<file path="config.mk">
export PLATFORM = sky130hd
export DESIGN_NAME = irqc_top
export DESIGN_NICKNAME = d
export VERILOG_FILES = /design/src/rtl/irqc_pkg.sv /design/src/rtl/irqc_regs.sv /design/src/rtl/irqc_arbiter.sv /design/src/rtl/irqc_top.sv
export SDC_FILE = /design/constraint.sdc
export NUM_CORES = 2
export LEC_CHECK = 0
export ABC_AREA = 1
export BUFFER_PORTS_ARGS = -buffer_cell sky130_fd_sc_hd__buf_2
export CELL_PAD_IN_SITES_DETAIL_PLACEMENT = 1
export CELL_PAD_IN_SITES_GLOBAL_PLACEMENT = 1
export CORE_ASPECT_RATIO = 0.7
export CORE_MARGIN = 3
export CORE_UTILIZATION = 42
export CTS_CLUSTER_DIAMETER = 100
export DETAILED_ROUTE_END_ITERATION = 16
export GPL_TIMING_DRIVEN = 0
export PLACE_DENSITY = 0.77
export SYNTH_ARGS = -nofsm -noshare
export SYNTH_HDL_FRONTEND = slang
export SYNTH_HIERARCHICAL = 1
export SYNTH_SLANG_ARGS = --single-unit
</file>
<file path="constraint.sdc">
create_clock -name clk_i -period 82.3 [get_ports clk_i]
set_input_delay 0 -clock clk_i [delete_from_list [all_inputs] [get_ports clk_i]]
set_output_delay 0 -clock clk_i [all_outputs]
set_load 0.01 [all_outputs]
</file>
<file path="src/rtl/irqc_pkg.sv">
package irqc_pkg;
  localparam int N_SRC    = 64;
  localparam int IDX_W    = $clog2(N_SRC);
  localparam int PRIO_W   = 8;
  localparam int DATA_W   = 32;
  localparam int ADDR_W   = 8;
  localparam int VEC_W    = 8;
  localparam int VEC_BASE = 64;
  localparam int VEC_NONE = 24;

  localparam logic [ADDR_W-1:0] OFF_PEND_HI  = 8'h00;
  localparam logic [ADDR_W-1:0] OFF_PEND_LO  = 8'h04;
  localparam logic [ADDR_W-1:0] OFF_MASK_HI  = 8'h08;
  localparam logic [ADDR_W-1:0] OFF_MASK_LO  = 8'h0C;
  localparam logic [ADDR_W-1:0] OFF_FORCE_HI = 8'h10;
  localparam logic [ADDR_W-1:0] OFF_FORCE_LO = 8'h14;
  localparam logic [ADDR_W-1:0] OFF_MSET     = 8'h1C;
  localparam logic [ADDR_W-1:0] OFF_MCLR     = 8'h1D;
  localparam logic [ADDR_W-1:0] OFF_ACK      = 8'hE0;
  localparam logic [ADDR_W-1:0] OFF_PRIO     = 8'h40;

  typedef struct packed {
    logic              valid;
    logic [IDX_W-1:0]  idx;
    logic [PRIO_W-1:0] lvl;
  } win_t;

  // Offsets that return a value on a read.
  function automatic logic is_readable(input logic [ADDR_W-1:0] a);
    return (a[7:6] == 2'b01) || (a == OFF_PEND_HI) || (a == OFF_PEND_LO) ||
           (a == OFF_MASK_HI) || (a == OFF_MASK_LO) || (a == OFF_FORCE_HI) ||
           (a == OFF_FORCE_LO) || (a == OFF_ACK);
  endfunction
endpackage

</file>
<file path="src/rtl/irqc_regs.sv">
module irqc_regs
  import irqc_pkg::*;
(
  input  logic                          clk_i,
  input  logic                          rst_ni,
  input  logic [N_SRC-1:0]              irq_i,
  input  logic                          wr_en_i,
  input  logic                          rd_en_i,
  input  logic [ADDR_W-1:0]             addr_i,
  input  logic [DATA_W-1:0]             wdata_i,
  input  logic [VEC_W-1:0]              vector_i,
  output logic [DATA_W-1:0]             rdata_o,
  output logic                          rd_valid_o,
  output logic [N_SRC-1:0]              pend_o,
  output logic [N_SRC-1:0]              mask_o,
  output logic [N_SRC-1:0]              force_o,
  output logic [N_SRC-1:0][PRIO_W-1:0]  prio_o
);
  logic [N_SRC-1:0]             pend_q, mask_q, force_q;
  logic [N_SRC-1:0][PRIO_W-1:0] prio_q;
  logic [DATA_W-1:0]            rd_mux, rdata_q;
  logic                         rvalid_q;

  // Pending bits track the request lines.
  always_ff @(posedge clk_i or negedge rst_ni) begin
    if (!rst_ni) pend_q <= '0;
    else         pend_q <= irq_i;
  end

  // No offset writes the force register; it keeps its reset value.
  always_ff @(posedge clk_i or negedge rst_ni) begin
    if (!rst_ni) force_q <= '0;
    else         force_q <= force_q;
  end

  always_ff @(posedge clk_i or negedge rst_ni) begin
    if (!rst_ni) begin
      mask_q <= '1;
    end else if (wr_en_i) begin
      unique case (addr_i)
        OFF_MASK_HI: mask_q[63:32] <= wdata_i;
        OFF_MASK_LO: mask_q[31:0]  <= wdata_i;
        OFF_MSET: begin
          if (wdata_i[6]) mask_q <= '1;
          else            mask_q[wdata_i[IDX_W-1:0]] <= 1'b1;
        end
        OFF_MCLR: begin
          if (wdata_i[6]) mask_q <= '0;
          else            mask_q[wdata_i[IDX_W-1:0]] <= 1'b0;
        end
        default: ;
      endcase
    end
  end

  for (genvar g = 0; g < N_SRC; g++) begin : g_prio
    localparam logic [ADDR_W-1:0] MY_OFF = OFF_PRIO + ADDR_W'(g);
    always_ff @(posedge clk_i or negedge rst_ni) begin
      if (!rst_ni)                          prio_q[g] <= '0;
      else if (wr_en_i && addr_i == MY_OFF) prio_q[g] <= wdata_i[PRIO_W-1:0];
    end
  end

  always_comb begin
    rd_mux = '0;
    if (addr_i[7:6] == 2'b01) begin
      rd_mux = DATA_W'(prio_q[addr_i[IDX_W-1:0]]);
    end else begin
      unique case (addr_i)
        OFF_PEND_HI:  rd_mux = pend_q[63:32];
        OFF_PEND_LO:  rd_mux = pend_q[31:0];
        OFF_MASK_HI:  rd_mux = mask_q[63:32];
        OFF_MASK_LO:  rd_mux = mask_q[31:0];
        OFF_FORCE_HI: rd_mux = force_q[63:32];
        OFF_FORCE_LO: rd_mux = force_q[31:0];
        OFF_ACK:      rd_mux = DATA_W'(vector_i);
        default:      rd_mux = '0;
      endcase
    end
  end

  always_ff @(posedge clk_i or negedge rst_ni) begin
    if (!rst_ni) begin
      rdata_q  <= '0;
      rvalid_q <= 1'b0;
    end else begin
      rdata_q  <= rd_en_i ? rd_mux : '0;
      rvalid_q <= rd_en_i;
    end
  end

  assign rdata_o    = rdata_q;
  assign rd_valid_o = rvalid_q;
  assign pend_o     = pend_q;
  assign mask_o     = mask_q;
  assign force_o    = force_q;
  assign prio_o     = prio_q;
endmodule

</file>
<file path="src/rtl/irqc_arbiter.sv">
module irqc_arbiter
  import irqc_pkg::*;
(
  input  logic [N_SRC-1:0]             active_i,
  input  logic [N_SRC-1:0][PRIO_W-1:0] prio_i,
  output win_t                         win_o
);
  always_comb begin
    win_o = '0;
    // Ascending scan with >=: a later (higher) index takes equal priority.
    for (int i = 0; i < N_SRC; i++) begin
      if (active_i[i] && prio_i[i] >= win_o.lvl) begin
        win_o.valid = 1'b1;
        win_o.idx   = IDX_W'(i);
        win_o.lvl   = prio_i[i];
      end
    end
  end
endmodule

</file>
<file path="src/rtl/irqc_top.sv">
module irqc_top
  import irqc_pkg::*;
(
  input  logic              clk_i,
  input  logic              rst_ni,
  input  logic [63:0]       irq_i,
  input  logic              wr_en_i,
  input  logic              rd_en_i,
  input  logic [7:0]        addr_i,
  input  logic [31:0]       wdata_i,
  output logic [31:0]       rdata_o,
  output logic              rd_valid_o,
  output logic [7:0]        level_o,
  output logic [7:0]        vector_o
);
  logic [N_SRC-1:0]             pend_w, mask_w, force_w, enable_w, active_w;
  logic [N_SRC-1:0][PRIO_W-1:0] prio_w;
  win_t                         win_w;
  logic [PRIO_W-1:0]            level_q;
  logic [VEC_W-1:0]             vector_q;

  irqc_regs u_regs (
    .clk_i      (clk_i),
    .rst_ni     (rst_ni),
    .irq_i      (irq_i),
    .wr_en_i    (wr_en_i),
    .rd_en_i    (rd_en_i),
    .addr_i     (addr_i),
    .wdata_i    (wdata_i),
    .vector_i   (vector_q),
    .rdata_o    (rdata_o),
    .rd_valid_o (rd_valid_o),
    .pend_o     (pend_w),
    .mask_o     (mask_w),
    .force_o    (force_w),
    .prio_o     (prio_w)
  );

  for (genvar g = 0; g < N_SRC; g++) begin : g_en
    assign enable_w[g] = |prio_w[g];
  end

  assign active_w = (pend_w | force_w) & enable_w & ~mask_w;

  irqc_arbiter u_arb (
    .active_i (active_w),
    .prio_i   (prio_w),
    .win_o    (win_w)
  );

  always_ff @(posedge clk_i or negedge rst_ni) begin
    if (!rst_ni) begin
      level_q  <= '0;
      vector_q <= VEC_W'(VEC_NONE);
    end else if (win_w.valid) begin
      level_q  <= win_w.lvl;
      vector_q <= VEC_W'(VEC_BASE) + VEC_W'(win_w.idx);
    end else begin
      level_q  <= '0;
      vector_q <= VEC_W'(VEC_NONE);
    end
  end

  assign level_o  = level_q;
  assign vector_o = vector_q;
endmodule

</file>
-- Word-level counts from Yosys, hierarchy flattened
Index checks and enable logic that the tools add are counted.
- flip-flop bits (word level): 689
- bits of input ports: 108
- output and inout bits: 49
- add/sub/neg operators: 1
- order comparisons: 67
- eq/ne operators: 71
- multiplexer cells: 77
- bitwise gates (word level): 6
- reduce and logical (&&, ||, !) cells: 198
- operators by type and width (operator ; number):
    15-bit 2-to-1 mux ; 64
    8-bit by 7-bit equality test with 1-bit output, second input constant ; 64
    8-bit OR reduction ; 64
    8-bit greater-or-equal comparator ; 63
    64-bit bitwise AND ; 3
    32-bit case mux with 3 select lines ; 2
    32-bit case mux with 5 select lines ; 1
    1-bit logical AND ; 129
    64-bit 2-to-1 mux ; 2
    64-bit NOT ; 2
    32-bit 2-to-1 mux ; 2
    64-bit bitwise OR ; 1
    8-bit binary-select mux with 6-bit select ; 1
    8-bit 2-to-1 mux ; 3
    8-bit by 4-bit equality test with 1-bit output, second input constant ; 2
    8-bit by 5-bit equality test with 1-bit output, second input constant ; 2
    6-bit by 7-bit less-than comparator with 1-bit output, second input constant ; 2
    7-bit by 6-bit adder with 8-bit output, first input constant ; 1
    8-bit by 3-bit equality test with 1-bit output, second input constant ; 1
    8-bit equality test, second input constant ; 1
    8-bit by 1-bit greater-or-equal comparator with 1-bit output, second input constant ; 1
    8-bit zero test ; 1
    1-bit demux with 6-bit select ; 1
    6-bit by 1-bit greater-or-equal comparator with 1-bit output, second input constant ; 1
    other kinds (4) ; 6

-- Depth between registers and ports, before layout
- word-level depth: 196
- gate-level depth with buffers: 847

-- Hierarchy
Netlist, hierarchy kept.
- modules (own cells, without submodules) (module ; instances ; cells each ; area each (um2) ; seq. area each (um2)):
    irqc_regs ; 1 ; 4654 ; 33607.2 ; 16921.2
    irqc_arbiter ; 1 ; 3201 ; 18780.5 ; 0.0
    irqc_top ; 1 ; 622 ; 2907.8 ; 377.9

-- Worst setup path before layout
OpenSTA, ideal clock, no wires.
- path type: reg-to-reg
- start: register u_regs.prio_q, in the netlist u_regs/prio_o[2]
- end: register vector_q[2], in the netlist vector_o[2]
- arrival time: 79.085 ns
- path slack: 3.102 ns
- stages on the path, launching flop included: 821
- path buffers: 62
- period minus slack after synthesis: 79.198 ns
- cell sequence: dfrtp_1 -> nor2_1 -> nand2_1 -> nor2_1 -> nor2_1 -> buf_4 -> nand2_1 -> ha_1 -> nand2_1 -> nor2_1 -> nand4_1 -> nand3_1 -> nand2_2 -> buf_4 -> o21ai_0 -> ha_1 -> o21ai_1 -> nand2_1 -> [785 not listed] -> ha_1 -> o21a_1 -> o21a_1 -> o21a_1 -> o21a_1 -> o21a_1 -> o21a_1 -> o21ai_0 -> nand2_1 -> nand2_1 -> clkinv_1 -> nor3_1 -> nand2_1 -> nor3_2 -> nand3_1 -> buf_6 -> nand2_1 -> inv_1
- RTL lines (element ; line ; text):
    start, declared ; irqc_regs.sv:20 ; logic [N_SRC-1:0][PRIO_W-1:0] prio_q;
    start signal, assigned by index ; irqc_regs.sv:60 ; else if (wr_en_i && addr_i == MY_OFF) prio_q[g] <= wdata_i[PRIO_W-1:0];
    end signal, assigned ; irqc_top.sv:54 ; vector_q <= VEC_W'(VEC_NONE);
    end signal, assigned ; irqc_top.sv:57 ; vector_q <= VEC_W'(VEC_BASE) + VEC_W'(win_w.idx);
    end signal, assigned ; irqc_top.sv:60 ; vector_q <= VEC_W'(VEC_NONE);
    end, declared ; irqc_top.sv:20 ; logic [VEC_W-1:0] vector_q;

==> impl_metrics.env <==
export IMPL_status="finished with violations"
export IMPL_violations="max-capacitance violations, max-slew violations, negative setup slack"
export IMPL_detail_route_antenna_nets=0
export IMPL_ys_ff_latch=688
export IMPL_critPathBufInv=143
export IMPL_syn_area_um2=55300
export IMPL_dpl_hpwl_um=212000
export IMPL_finalCritPeriodShare_pct=106.5
export IMPL_grt_overflow_total=0
export IMPL_grt_pass1_wl_um=426700
export IMPL_rrSetupSlack_ns=-5.39
export IMPL_cp_arrival_ns=88.31
export IMPL_cts_buffers=79
export IMPL_die_y_um=309.6
export IMPL_startpoint="u_regs/mask_o[0]"
export IMPL_worst_path_max_delay_cell="dfstp_2"
export IMPL_area_growth_synth_to_final_pct=34.72
export IMPL_layout_drive_gt1_share_pct=24.42
export IMPL_cts_max_level=3
export IMPL_die_area_um2=136100
export IMPL_hold_violations=0
export IMPL_rows=110
export IMPL_synthArstFlopShare_pct=100.0
export IMPL_place_gp_congestion=1.019
export IMPL_start_util_pct=42.65
export IMPL_grt_max_degree=118
export IMPL_cap_violations=10
export IMPL_slowest_delay_ns=0.60
export IMPL_syn_inst=8477
export IMPL_first_global_vias=66266
export IMPL_core_um2=129600
export IMPL_r2r_end="vector_o[2]"
export IMPL_first_pass_iters=8
export IMPL_fmax_mhz=11.40
export IMPL_multi_input_area_um2=37660
export IMPL_reg2reg_depth=704
export IMPL_critPathTopFamily="simple AND/OR/NAND/NOR gates"
export IMPL_drt_iter0_drc=8208
export IMPL_cts_buffer_depth=3
export IMPL_io_pins=157
export IMPL_gr_usage_all_layers_pct=42.10
export IMPL_nets=10164
export IMPL_crit_end="vector_o[2]"
export IMPL_cts_tree="built"
export IMPL_dr_total_vias=69304
export IMPL_post_place_ws_ns=-15.32
export IMPL_tightest_slew_ns=1.616
export IMPL_hold_path_class="in2reg"
export IMPL_num_fill_cells=16610
export IMPL_fin_ws_ns=-5.391
export IMPL_cts_root_buf="clkbuf_16"
export IMPL_rsz0062_at_grt="true"
export IMPL_portBuffers=151
export IMPL_ys_flop_type="dfrtp_1"
export IMPL_cp_depth=808
export IMPL_skew_ns=0.04896
export IMPL_seqCellArea_um2=17300
export IMPL_ys_warn_count=6
export IMPL_maxSlewViolCount=102
export IMPL_synth_avg_cell_area_um2=6.523
export IMPL_cp_end_kind="flop"
export IMPL_netlist_area_leader_share_pct=28.15
export IMPL_drc=0
export IMPL_wl_per_cell_um=28.52
export IMPL_synth_seq_area_share_pct=31.28
export IMPL_die_x_um=439.7
export IMPL_worstSetupPathType="reg2reg"
export IMPL_setup_violations=15
export IMPL_wl_um=326100
export IMPL_antenna_found_initial=41
export IMPL_start_kind="flop"
export IMPL_fin_crit_ns=87.69
export IMPL_synth_area_leader_cell="dfrtp_1"
export IMPL_path_max_fanout=8
export IMPL_worstPathRequired_ns=82.92
export IMPL_worstReg2RegStart="u_regs/mask_o[0]"
export IMPL_netlist_top_cells_area="dfrtp_1 (28%), nand2_1 (21%), o21ai_0 (11%), ha_1 (10%), inv_1 (6.7%)"
export IMPL_relSlewSlack_pct=-7.740
export IMPL_path_common_cell="nand2_1"
export IMPL_synth_cell_types=52
export IMPL_routed_via_density=6.062
export IMPL_clkTransAtPathRegs_ns=0.06
export IMPL_synth_edff_count=0
export IMPL_clk_latency_ns=0.74
export IMPL_cts_sinks=688
==> kinds of logic after synthesis <==
| kind of cell | count (synthesis) | synth area share, % |
|---|---|---|
| other | 2 | 0.01358 |
| adders and majority gates | 444 | 10.05 |
| DFF | 688 | 31.28 |
| and+or+nand+nor | 4391 | 32.40 |
| buffers and inverters | 1411 | 11.10 |
| AOI/OAI and AO/OA | 1541 | 15.16 |
==> area by class of cell <==
type,instances,share of cell area (%)
clock buffer,106,3.104
multi-input combinational,6446,50.56
timing repair inverter,1,0.008398
timing repair buffer,985,10.85
inverter,1002,5.091
clock inverter,36,0.6097
buffer,409,3.564
antenna,23,0.07726
sequential,688,23.23
tap,1736,2.916
==> what timing repair did <==
action,CTS,global route
pin swaps,389,612
buffers inserted,409,202
cloned,49,0
resized for setup,885,852
hold buffers,172,0
setup endpoints to repair,15,15
endpoints found under the hold margin,423,0
==> how the worst min path moves through the flow <==
stage	cells after the start	from	end
2_1_floorplan	0	rst_ni	level_o[0]
3_3_place_gp	1	irq_i[57]	u_regs/pend_o[57]
3_5_place_dp	1	rst_ni	u_regs/prio_o[261]
4_1_cts	4	addr_i[6]	u_regs/rdata_o[1]
5_1_grt	2	rd_en_i	u_regs/rd_valid_o
6_report	2	rd_en_i	u_regs/rd_valid_o
==> per-stage QoR <==
step                      utilization (%)  cell area (um^2)  cells  setup TNS, ns  hold WS, ns
after floorplan                         -             55540   8541              0      -0.2956
after global placement              45.09             58460  10428        -177.30       0.1075
after detailed placement            45.31             58740  10439        -228.70    -0.008593
after CTS                           53.35             69170  11211              0     0.003231
after global routing                57.43             74460  11416        -140.79      0.07474
final                               57.46             74500  11432         -80.29      0.08136
==> flip-flops by register name, summed over array words and instances, names as in the netlist <==
signal             cells
vector_o               7
level_o                8
u_regs/rd_valid_o      1
u_regs/mask_o         64
u_regs/pend_o         64
u_regs/rdata_o        32
u_regs/prio_o        512
==> placed cells by master (no fill, tap or decap), types with 35 or more instances in the layout <==
cell type,netlist,routed
nand3_2,65,65
a21oi_1,88,47
dfrtp_1,622,618
inv_1,982,958
o31ai_1,49,49
nand2_2,174,260
clkbuf_16,0,96
dlygate4sd3_1,0,171
o21ai_4,1,102
clkbuf_1,208,215
dfstp_2,66,66
o21ai_0,1183,720
ha_1,444,339
o21bai_1,80,79
a21oi_2,0,40
nand3_1,125,119
ha_4,0,103
o21ai_1,18,145
buf_4,80,623
buf_6,17,78
inv_2,16,38
nand2_4,6,136
buf_2,50,205
nor3_2,3,80
conb_1,2,66
o21ai_2,1,236
buf_8,0,35
nor2_1,706,699
a211oi_2,0,50
nand2_1,3088,2872
nor3_1,187,105
==> synth_stat cells, drive strengths merged (12+ instances only) <==
master,number
a211oi,61
a21oi,89
a41oi,18
buf,169
clkbuf,240
dfrtp,622
dfstp,66
ha,444
inv,998
nand2,3269
nand3,190
nor2,714
nor3,190
o21a,12
o21ai,1203
o21bai,80
o31ai,49
==> per-layer routing <==
metal	vias to the layer above	GRT usage, %	wire (um)
met3	1415	11.71	40020
li1	29159	-	-
met2	4372	61.39	134700
met4	28	22.86	24540
met1	34330	56.47	126300
met5	-	0	618
Power is left out: the tool's default activity adds up to more than one toggle a clock period on the data nets, which glitch-free logic cannot reach.
